## config.mk

```make
export PLATFORM = sky130hd
export DESIGN_NAME = serial_rx_regs
export DESIGN_NICKNAME = d
export VERILOG_FILES = /design/src/rtl/srx_pkg.sv /design/src/rtl/srx_decode.sv /design/src/rtl/srx_char_buf.sv /design/src/rtl/srx_flags.sv /design/src/rtl/serial_rx_regs.sv
export SDC_FILE = /design/constraint.sdc
export NUM_CORES = 1
export LEC_CHECK = 0
export ABC_AREA = 1
export ABC_CLOCK_PERIOD_IN_PS = 1800
export BUFFER_PORTS_ARGS = -buffer_cell sky130_fd_sc_hd__buf_4
export CORE_ASPECT_RATIO = 1.1
export CORE_UTILIZATION = 31
export DETAILED_ROUTE_END_ITERATION = 10
export HOLD_SLACK_MARGIN = 0.1
export MAX_ROUTING_LAYER = met4
export PLACE_DENSITY = 0.75
export SYNTH_ARGS = -nofsm -noshare
export SYNTH_HDL_FRONTEND = slang
export SYNTH_SLANG_ARGS = --single-unit
```

## constraint.sdc

```tcl
create_clock -name clk_i -period 1.8 [get_ports clk_i]
set_input_delay 0.36 -clock clk_i [delete_from_list [all_inputs] [get_ports clk_i]]
set_output_delay 0.36 -clock clk_i [all_outputs]
set_load 0.02 [all_outputs]
```

## src/rtl/srx_pkg.sv

```systemverilog
package srx_pkg;
  localparam int REG_W    = 16;
  localparam int CHAR_W   = 8;
  localparam int BE_W     = REG_W / 8;
  localparam int DONE_BIT = 7;
  localparam int IE_BIT   = 6;
  localparam int PAD_W    = REG_W - CHAR_W;

  typedef struct packed {
    logic csr_rd;
    logic csr_wr;   // low byte enabled
    logic buf_rd;
  } srx_acc_t;
endpackage

```

## src/rtl/srx_decode.sv

```systemverilog
module srx_decode
  import srx_pkg::*;
(
  input  logic            rd_i,
  input  logic            wr_i,
  input  logic            addr1_i,
  input  logic [BE_W-1:0] be_i,
  output srx_acc_t        acc_o
);
  logic unused_be_hi;
  assign unused_be_hi = ^be_i[BE_W-1:1];

  always_comb begin
    acc_o        = '0;
    acc_o.csr_rd = rd_i & ~addr1_i;
    acc_o.csr_wr = wr_i & ~addr1_i & be_i[0];
    acc_o.buf_rd = rd_i & addr1_i;
    // buffer writes decode to nothing
  end
endmodule

```

## src/rtl/srx_char_buf.sv

```systemverilog
module srx_char_buf
  import srx_pkg::*;
(
  input  logic              clk_i,
  input  logic              rst_ni,
  input  logic              rx_valid_i,
  input  logic [CHAR_W-1:0] rx_data_i,
  input  logic              mode8_i,
  output logic [CHAR_W-1:0] char_o
);
  logic [CHAR_W-1:0] masked;

  for (genvar b = 0; b < CHAR_W; b++) begin : g_mask
    if (b < CHAR_W - 1) begin : g_pass
      assign masked[b] = rx_data_i[b];
    end else begin : g_top
      assign masked[b] = rx_data_i[b] & mode8_i;
    end
  end

  always_ff @(posedge clk_i or negedge rst_ni) begin
    if (!rst_ni)         char_o <= '0;
    else if (rx_valid_i) char_o <= masked;
  end
endmodule

```

## src/rtl/srx_flags.sv

```systemverilog
module srx_flags
  import srx_pkg::*;
(
  input  logic     clk_i,
  input  logic     rst_ni,
  input  srx_acc_t acc_i,
  input  logic     wr_ie_i,
  input  logic     rx_valid_i,
  output logic     done_o,
  output logic     ie_o,
  output logic     irq_o
);
  logic done_d, ie_d, irq_d;

  always_comb begin
    ie_d   = acc_i.csr_wr ? wr_ie_i : ie_o;
    done_d = done_o;
    irq_d  = irq_o;
    if (acc_i.csr_wr) begin
      if (!wr_ie_i)                  irq_d = 1'b0;
      else if (done_o && !ie_o)      irq_d = 1'b1;
    end
    if (acc_i.buf_rd) begin
      done_d = 1'b0;
      irq_d  = 1'b0;
    end
    // arrival wins over a same-cycle acknowledge
    if (rx_valid_i) begin
      done_d = 1'b1;
      if (ie_d) irq_d = 1'b1;
    end
  end

  always_ff @(posedge clk_i or negedge rst_ni) begin
    if (!rst_ni) begin
      done_o <= 1'b0;
      ie_o   <= 1'b0;
      irq_o  <= 1'b0;
    end else begin
      done_o <= done_d;
      ie_o   <= ie_d;
      irq_o  <= irq_d;
    end
  end
endmodule

```

## src/rtl/serial_rx_regs.sv

```systemverilog
module serial_rx_regs
  import srx_pkg::*;
(
  input  logic              clk_i,
  input  logic              rst_ni,
  input  logic              bus_rd_i,
  input  logic              bus_wr_i,
  input  logic              bus_addr1_i,
  input  logic [BE_W-1:0]   bus_be_i,
  input  logic [REG_W-1:0]  bus_wdata_i,
  output logic [REG_W-1:0]  bus_rdata_o,
  input  logic              rx_valid_i,
  input  logic [CHAR_W-1:0] rx_data_i,
  input  logic              mode8_i,
  output logic              irq_o
);
  srx_acc_t          acc;
  logic              done_q, ie_q;
  logic [CHAR_W-1:0] char_q;
  logic [REG_W-1:0]  csr_word;
  logic              unused_wdata;

  assign unused_wdata = ^{bus_wdata_i[REG_W-1:IE_BIT+1], bus_wdata_i[IE_BIT-1:0]};

  srx_decode i_decode (
    .rd_i    (bus_rd_i),
    .wr_i    (bus_wr_i),
    .addr1_i (bus_addr1_i),
    .be_i    (bus_be_i),
    .acc_o   (acc)
  );

  srx_char_buf i_char_buf (
    .clk_i      (clk_i),
    .rst_ni     (rst_ni),
    .rx_valid_i (rx_valid_i),
    .rx_data_i  (rx_data_i),
    .mode8_i    (mode8_i),
    .char_o     (char_q)
  );

  srx_flags i_flags (
    .clk_i      (clk_i),
    .rst_ni     (rst_ni),
    .acc_i      (acc),
    .wr_ie_i    (bus_wdata_i[IE_BIT]),
    .rx_valid_i (rx_valid_i),
    .done_o     (done_q),
    .ie_o       (ie_q),
    .irq_o      (irq_o)
  );

  always_comb begin
    csr_word           = '0;
    csr_word[DONE_BIT] = done_q;
    csr_word[IE_BIT]   = ie_q;
  end

  always_comb begin
    bus_rdata_o = '0;
    if (acc.csr_rd)      bus_rdata_o = csr_word;
    else if (acc.buf_rd) bus_rdata_o = {{PAD_W{1'b0}}, char_q};
  end
endmodule

```

==> run metrics, run 1 <==
DRT Wirelength 1180 µm; Fmax between 700 and 800 MHz; Hold WC Path Type in -> reg; synth top area cells dfrtp_1, buf_4, nand2_1; Yosys cell types 16; RSZ-0062 raised after global routing false; CTS buffer count 3; CTS tree done; drt pass-1 iters 7; setup violators final 0; first-pass GRT wire length 1890 µm; # placed instances roughly 110; Pwr per Cell Area 766 nW/µm²; vias in the first global route 464; Clock Path Buffers 2; pin count of the biggest net entering global routing 19; Die X 43.7 µm; Residual DRC 4; total of max-cap violations 0; Critical Path End Type primary output; initial antenna violation count 0; CP Class reg -> out; hpwl dp 904 µm; # IOs 50; sequential-to-total area share from yosys stat 0.464; number of gates resized after CTS 0; setup TNS 0 ps; clk slew on worst S/H paths around 80 ps; vias per cell ~4.5; final critical-path required period around 1400 ps; post-CTS setup buffers 0; All-Layer GR Usage 0.133; Die Y about 48 µm; full die area about 2100 µm²; yosys warns 0; synthesized area per cell 8.01 µm²; post-route total power about 0.60 mW; clock latency on the worst-skew pair 270 ps; via count 538; CTS Sinks 11; Fin. Hold Viols 0; Synth top area share 0.464; Max Fanout on Critical Path 2; failing checks DRC; Ant. Diodes 0; Total Nets Final between 100 and 150; Worst Setup Start Kind flip-flop; ANT nets after route 0; drt initial violations 13; Starting Density 0.333; GP Congestion 0.633; Synth Cell Area 593 µm²; routed len/inst 9.87 µm; CP Data Arrival Time ~1000 ps; Pleak approximately 0.44 nW; Setup Skew 6.92 ps; post-route clock period utilization 0.772; Rows 16; Yosys top cell by area dfrtp_1; CTS HTree Levels 1; number of buffers added on ports 25; CORE AREA ~1800 µm²; Filler cells roughly 200; area grow syn2layout 32.3%; Pins Over Slew Limit 0; global route total overflow 0; root buffer cell clkbuf_4; synthesis-stage register bit count 11; hold buffers post-CTS 1; Worst VDD drop 0.000359 V; layout cell share with drive strength beyond 1 0.327; required time worst endpoint about 1400 ps; non-filler cells, final 119; Syn Inst Count 74; hold_ws 297 ps; status finished, violations left
## critical path: stages, from the launching register on
cell	delay, ps
dfrtp_1	370
inv_1	60
o22ai_1	150
buf_4	170
## final cells by class
cell class,instances,area (µm²),area share
clock buffers,3,22.5,0.0287
repair buffers,26,198,0.252
flip-flops and latches,11,275,0.351
multi-input cells,47,213,0.271
inverters,13,48.8,0.0622
clock inverters,1,5.00,0.00638
well taps,18,22.5,0.0287
## cells in the final DEF (no fill, tap or decap), drive strengths merged
cell and n:
nand2 15, o22ai 2, clkinv 1, buf 25, inv 13, and2 1
a21oi 1, o21ai 8, o21bai 2, dfrtp 11, conb 8, dlygate4sd3 1
nand3 3, nor2 7, clkbuf 3
## final timing paths
path / from / to / slack, ps / depth (start not counted)
max: i_flags.done_o$_DFFE_PN0P_ / bus_rdata_o[7] / 410 / 3
min: rx_data_i[5] / i_char_buf.char_o[5]$_DFFE_PN0P_ / 300 / 3
max reg2reg: i_flags.ie_o$_DFF_PN0_ / i_flags.irq_o$_DFF_PN0_ / 950 / 5
min reg2reg: i_char_buf.char_o[1]$_DFFE_PN0P_ / i_char_buf.char_o[1]$_DFFE_PN0P_ / 500 / 2
max in group asynchronous: rst_ni / i_char_buf.char_o[1]$_DFFE_PN0P_ / 1200 / 2
min in group asynchronous: rst_ni / i_flags.done_o$_DFFE_PN0P_ / 450 / 2
## cells in the mapped netlist
cell type	n
nand2_2	1
inv_2	2
o21bai_1	2
inv_1	11
buf_4	8
dfrtp_1	11
buf_6	2
nor2_1	7
nand2_1	14
conb_1	1
a21oi_2	1
o22ai_1	2
o21ai_0	1
o21ai_1	7
nand3_1	3
and2_1	1
## state kept, by name (all words and copies together), names as in the netlist
name	cells
i_char_buf.char_o	8
i_flags.done_o	1
i_flags.ie_o	1
i_flags.irq_o	1
## power by group
| group | internal, mW | leakage (nW) | switching [mW] |
|---|---|---|---|
| registers | 0.271 | 0.130 | 0.00809 |
| logic | 0.0632 | 0.294 | 0.0887 |
| clock network | 0.0823 | 0.0177 | 0.0872 |
## cell families after synthesis
kind of cell | Yosys count | synth area share
other | 1 | 0.00632
and+or+nand+nor | 26 | 0.179
DFF | 11 | 0.464
buffers and inverters | 23 | 0.222
AOI/OAI and AO/OA | 13 | 0.129
## stage by stage
step	utilization	instance area, µm²	setup WS (ps)
after floorplan	-	619	604
after global placement	0.419	747	489
after detailed placement	0.419	747	486
after CTS	0.440	785	426
after global routing	0.440	785	353
final	0.440	785	410
## metal layers
metal  vias up  part of all wire  global-route usage
li1        263                 -                   -
met1       247              0.42               0.144
met2        24              0.49               0.224
met3         4             0.077              0.0453
met4         0             0.016              0.0563
met5         -                 0                   -
Power figures use the tool's default switching activity.
==> run 2: changes to the inputs <==
--- a/config.mk
+++ b/config.mk
@@ -6,14 +6,14 @@
 export NUM_CORES = 1
 export LEC_CHECK = 0
 export ABC_AREA = 1
-export ABC_CLOCK_PERIOD_IN_PS = 1800
+export ABC_CLOCK_PERIOD_IN_PS = 1150
 export BUFFER_PORTS_ARGS = -buffer_cell sky130_fd_sc_hd__buf_4
 export CORE_ASPECT_RATIO = 1.1
 export CORE_UTILIZATION = 31
 export DETAILED_ROUTE_END_ITERATION = 10
 export HOLD_SLACK_MARGIN = 0.1
 export MAX_ROUTING_LAYER = met4
-export PLACE_DENSITY = 0.75
+export PLACE_DENSITY = 0.78
 export SYNTH_ARGS = -nofsm -noshare
 export SYNTH_HDL_FRONTEND = slang
 export SYNTH_SLANG_ARGS = --single-unit
==> constraint.sdc (replaced) <==
create_clock -name clk_i -period 1.15 [get_ports clk_i]
set_input_delay 0.23 -clock clk_i [delete_from_list [all_inputs] [get_ports clk_i]]
set_output_delay 0.23 -clock clk_i [all_outputs]
set_load 0.02 [all_outputs]
==> run 2 against run 1 <==
- the flow finishes with violations (DRC, setup timing)
- clock skew decreased by 6.1 ps
- utilization increased by 3.6 points
- combinational power increased by 84%
- cell area increased by 8.1%
- clock-buffer cell count increased by 1
- critical path depth unchanged
- critical endpoint unchanged
==> run metrics, run 2 (synthesis results as in run 1) <==
global route total overflow 0; CTS HTree Levels 1; drt pass-1 iters 6; Hold EP i_char_buf.char_o[6]$_DFFE_PN0P_; min-delay src rx_data_i[6]; storage element area approximately 280 µm²; CORE AREA 1780 µm²; cell internal pwr 0.688 mW; DRT Wirelength about 1300 µm; Clk pwr share 0.264; clk slew on worst S/H paths 70 ps; Worst VDD drop 0.000918 V; setup TNS -36.0 ps; r2r worst-path depth 6; pin count of the biggest net entering global routing 19; Rows 16; clock latency on the worst-skew pair ~260 ps; vias in the first global route 470; RSZ-0062 raised after global routing true; failing checks DRC, setup timing; Max Fanout on Critical Path 2; full die area 2090 µm²; hold_ws 175 ps; Fmax 844 MHz; Largest register FFs 8; Comb power frac 0.286; Setup Skew 0.846 ps; Fin. Hold Viols 0; flop-to-flop setup slack 120 ps; initial antenna violation count 0; CTS tree done; CP Class reg -> out; sw power 0.293 mW; Filler cells 170; area of the multi-input gates 225 µm²; final critical-path required period 1180 ps; first-pass GRT wire length 1850 µm; most common cell after layout, fill and taps aside buf_4; required time worst endpoint 920 ps; All-Layer GR Usage 0.128; Residual DRC 2; most frequent cells in the layout buf_4, nand2_1, dfrtp_1; number of buffers added on ports 25; Ant. Diodes 0; Reg-to-Reg End i_flags.irq_o$_DFF_PN0_; GP Congestion about 0.75; hpwl dp 919 µm; Largest Register i_char_buf.char_o; Worst Setup Start Kind flip-flop; worst hold path depth 3; CTS buffer count 3; RR Startpoint i_flags.done_o$_DFFE_PN0P_; Die Y 47.9 µm; layout cell share with drive strength beyond 1 0.449; Reg power frac 0.450; total of max-cap violations 0; via count 550; post-route clock period utilization 1.03; area grow syn2layout 43.0%; setup violators final 2; Clock Path Buffers 2; CTS Sinks 11; Pins Over Slew Limit 0; switching part of the total 0.298; Die X 43.7 µm; root buffer cell clkbuf_4; Pleak roughly 0.47 nW; Critical Path End Type primary output; fin worst setup slack -34.7 ps; status finished, violations left; routed len/inst 10.1 µm; Pwr per Cell Area roughly 1200 nW/µm²; Starting Density 0.333; Total Nets Final between 100 and 150; vias per cell 4.40; Hold WC Path Type in -> reg; ANT nets after route 0; drt initial violations 8; # IOs 50; CP Data Arrival Time ~950 ps
[run 2: cell type report]
type / count / share of cell area
Clock buffer: 4 / 0.0310
Inverter: 13 / 0.0575
Multi-Input combinational cell: 47 / 0.265
Sequential cell: 11 / 0.324
Tap cell: 18 / 0.0265
Timing Repair Buffer: 32 / 0.295
[run 2: repair_timing]
item	in CTS	in global routing
hold buffers	1	0
hold endpoints to repair	11	0
endpoints found under the setup margin	2	8
setup buffers	3	3
pin swaps	1	2
gates resized for setup	4	8
[run 2: worst max-delay path, stage by stage, from the launching register on]
cell     delay, ps
dfrtp_1        380
inv_2           50
o22ai_2        120
buf_6          140
[run 2: power groups by stage]
stage	Combinational, mW	Clock (mW)	Sequential [mW]
global placement	0.229	0	0.444
finish	0.280	0.259	0.442
global route	0.306	0.279	0.446
floorplan	0.155	0	0.449
detailed placement	0.237	0	0.444
CTS	0.263	0.262	0.439
[run 2: how the worst max path moves through the flow]
stage | depth (start not counted) | endpoint | slack (ps) | startpoint
3_5_place_dp | 4 | bus_rdata_o[6] | 110 | bus_addr1_i
6_report | 3 | bus_rdata_o[7] | -30 | i_flags.done_o$_DFFE_PN0P_
2_1_floorplan | 2 | bus_rdata_o[7] | 200 | i_flags.done_o$_DFFE_PN0P_
4_1_cts | 3 | bus_rdata_o[7] | -40 | i_char_buf.char_o[7]$_DFFE_PN0P_
5_1_grt | 3 | bus_rdata_o[7] | -60 | i_flags.done_o$_DFFE_PN0P_
3_3_place_gp | 4 | bus_rdata_o[7] | 120 | bus_addr1_i
[run 2: per-layer routing]
layer | up-vias | global-route usage | part of all wire | routed length [µm]
li1 | 276 | - | - | -
met1 | 249 | 0.139 | 0.39 | 497
met2 | 23 | 0.221 | 0.52 | 658
met3 | 2 | 0.0264 | 0.066 | 83
met4 | 0 | 0.0750 | 0.017 | 21
met5 | - | - | 0 | 0
[run 2: metrics by stage]
| stage | std cells | util | setup slack, ps | power [mW] | cell area, µm² |
|---|---|---|---|---|---|
| after global placement | 114 | 0.419 | 116 | 0.674 | 747 |
| after detailed placement | 114 | 0.419 | 108 | 0.681 | 747 |
| final | 125 | 0.476 | -34.7 | 0.981 | 848 |
| after global routing | 125 | 0.476 | -55.5 | 1.03 | 848 |
| after CTS | 122 | 0.458 | -40.9 | 0.964 | 816 |
| after floorplan | 81 | - | 200 | 0.604 | 619 |
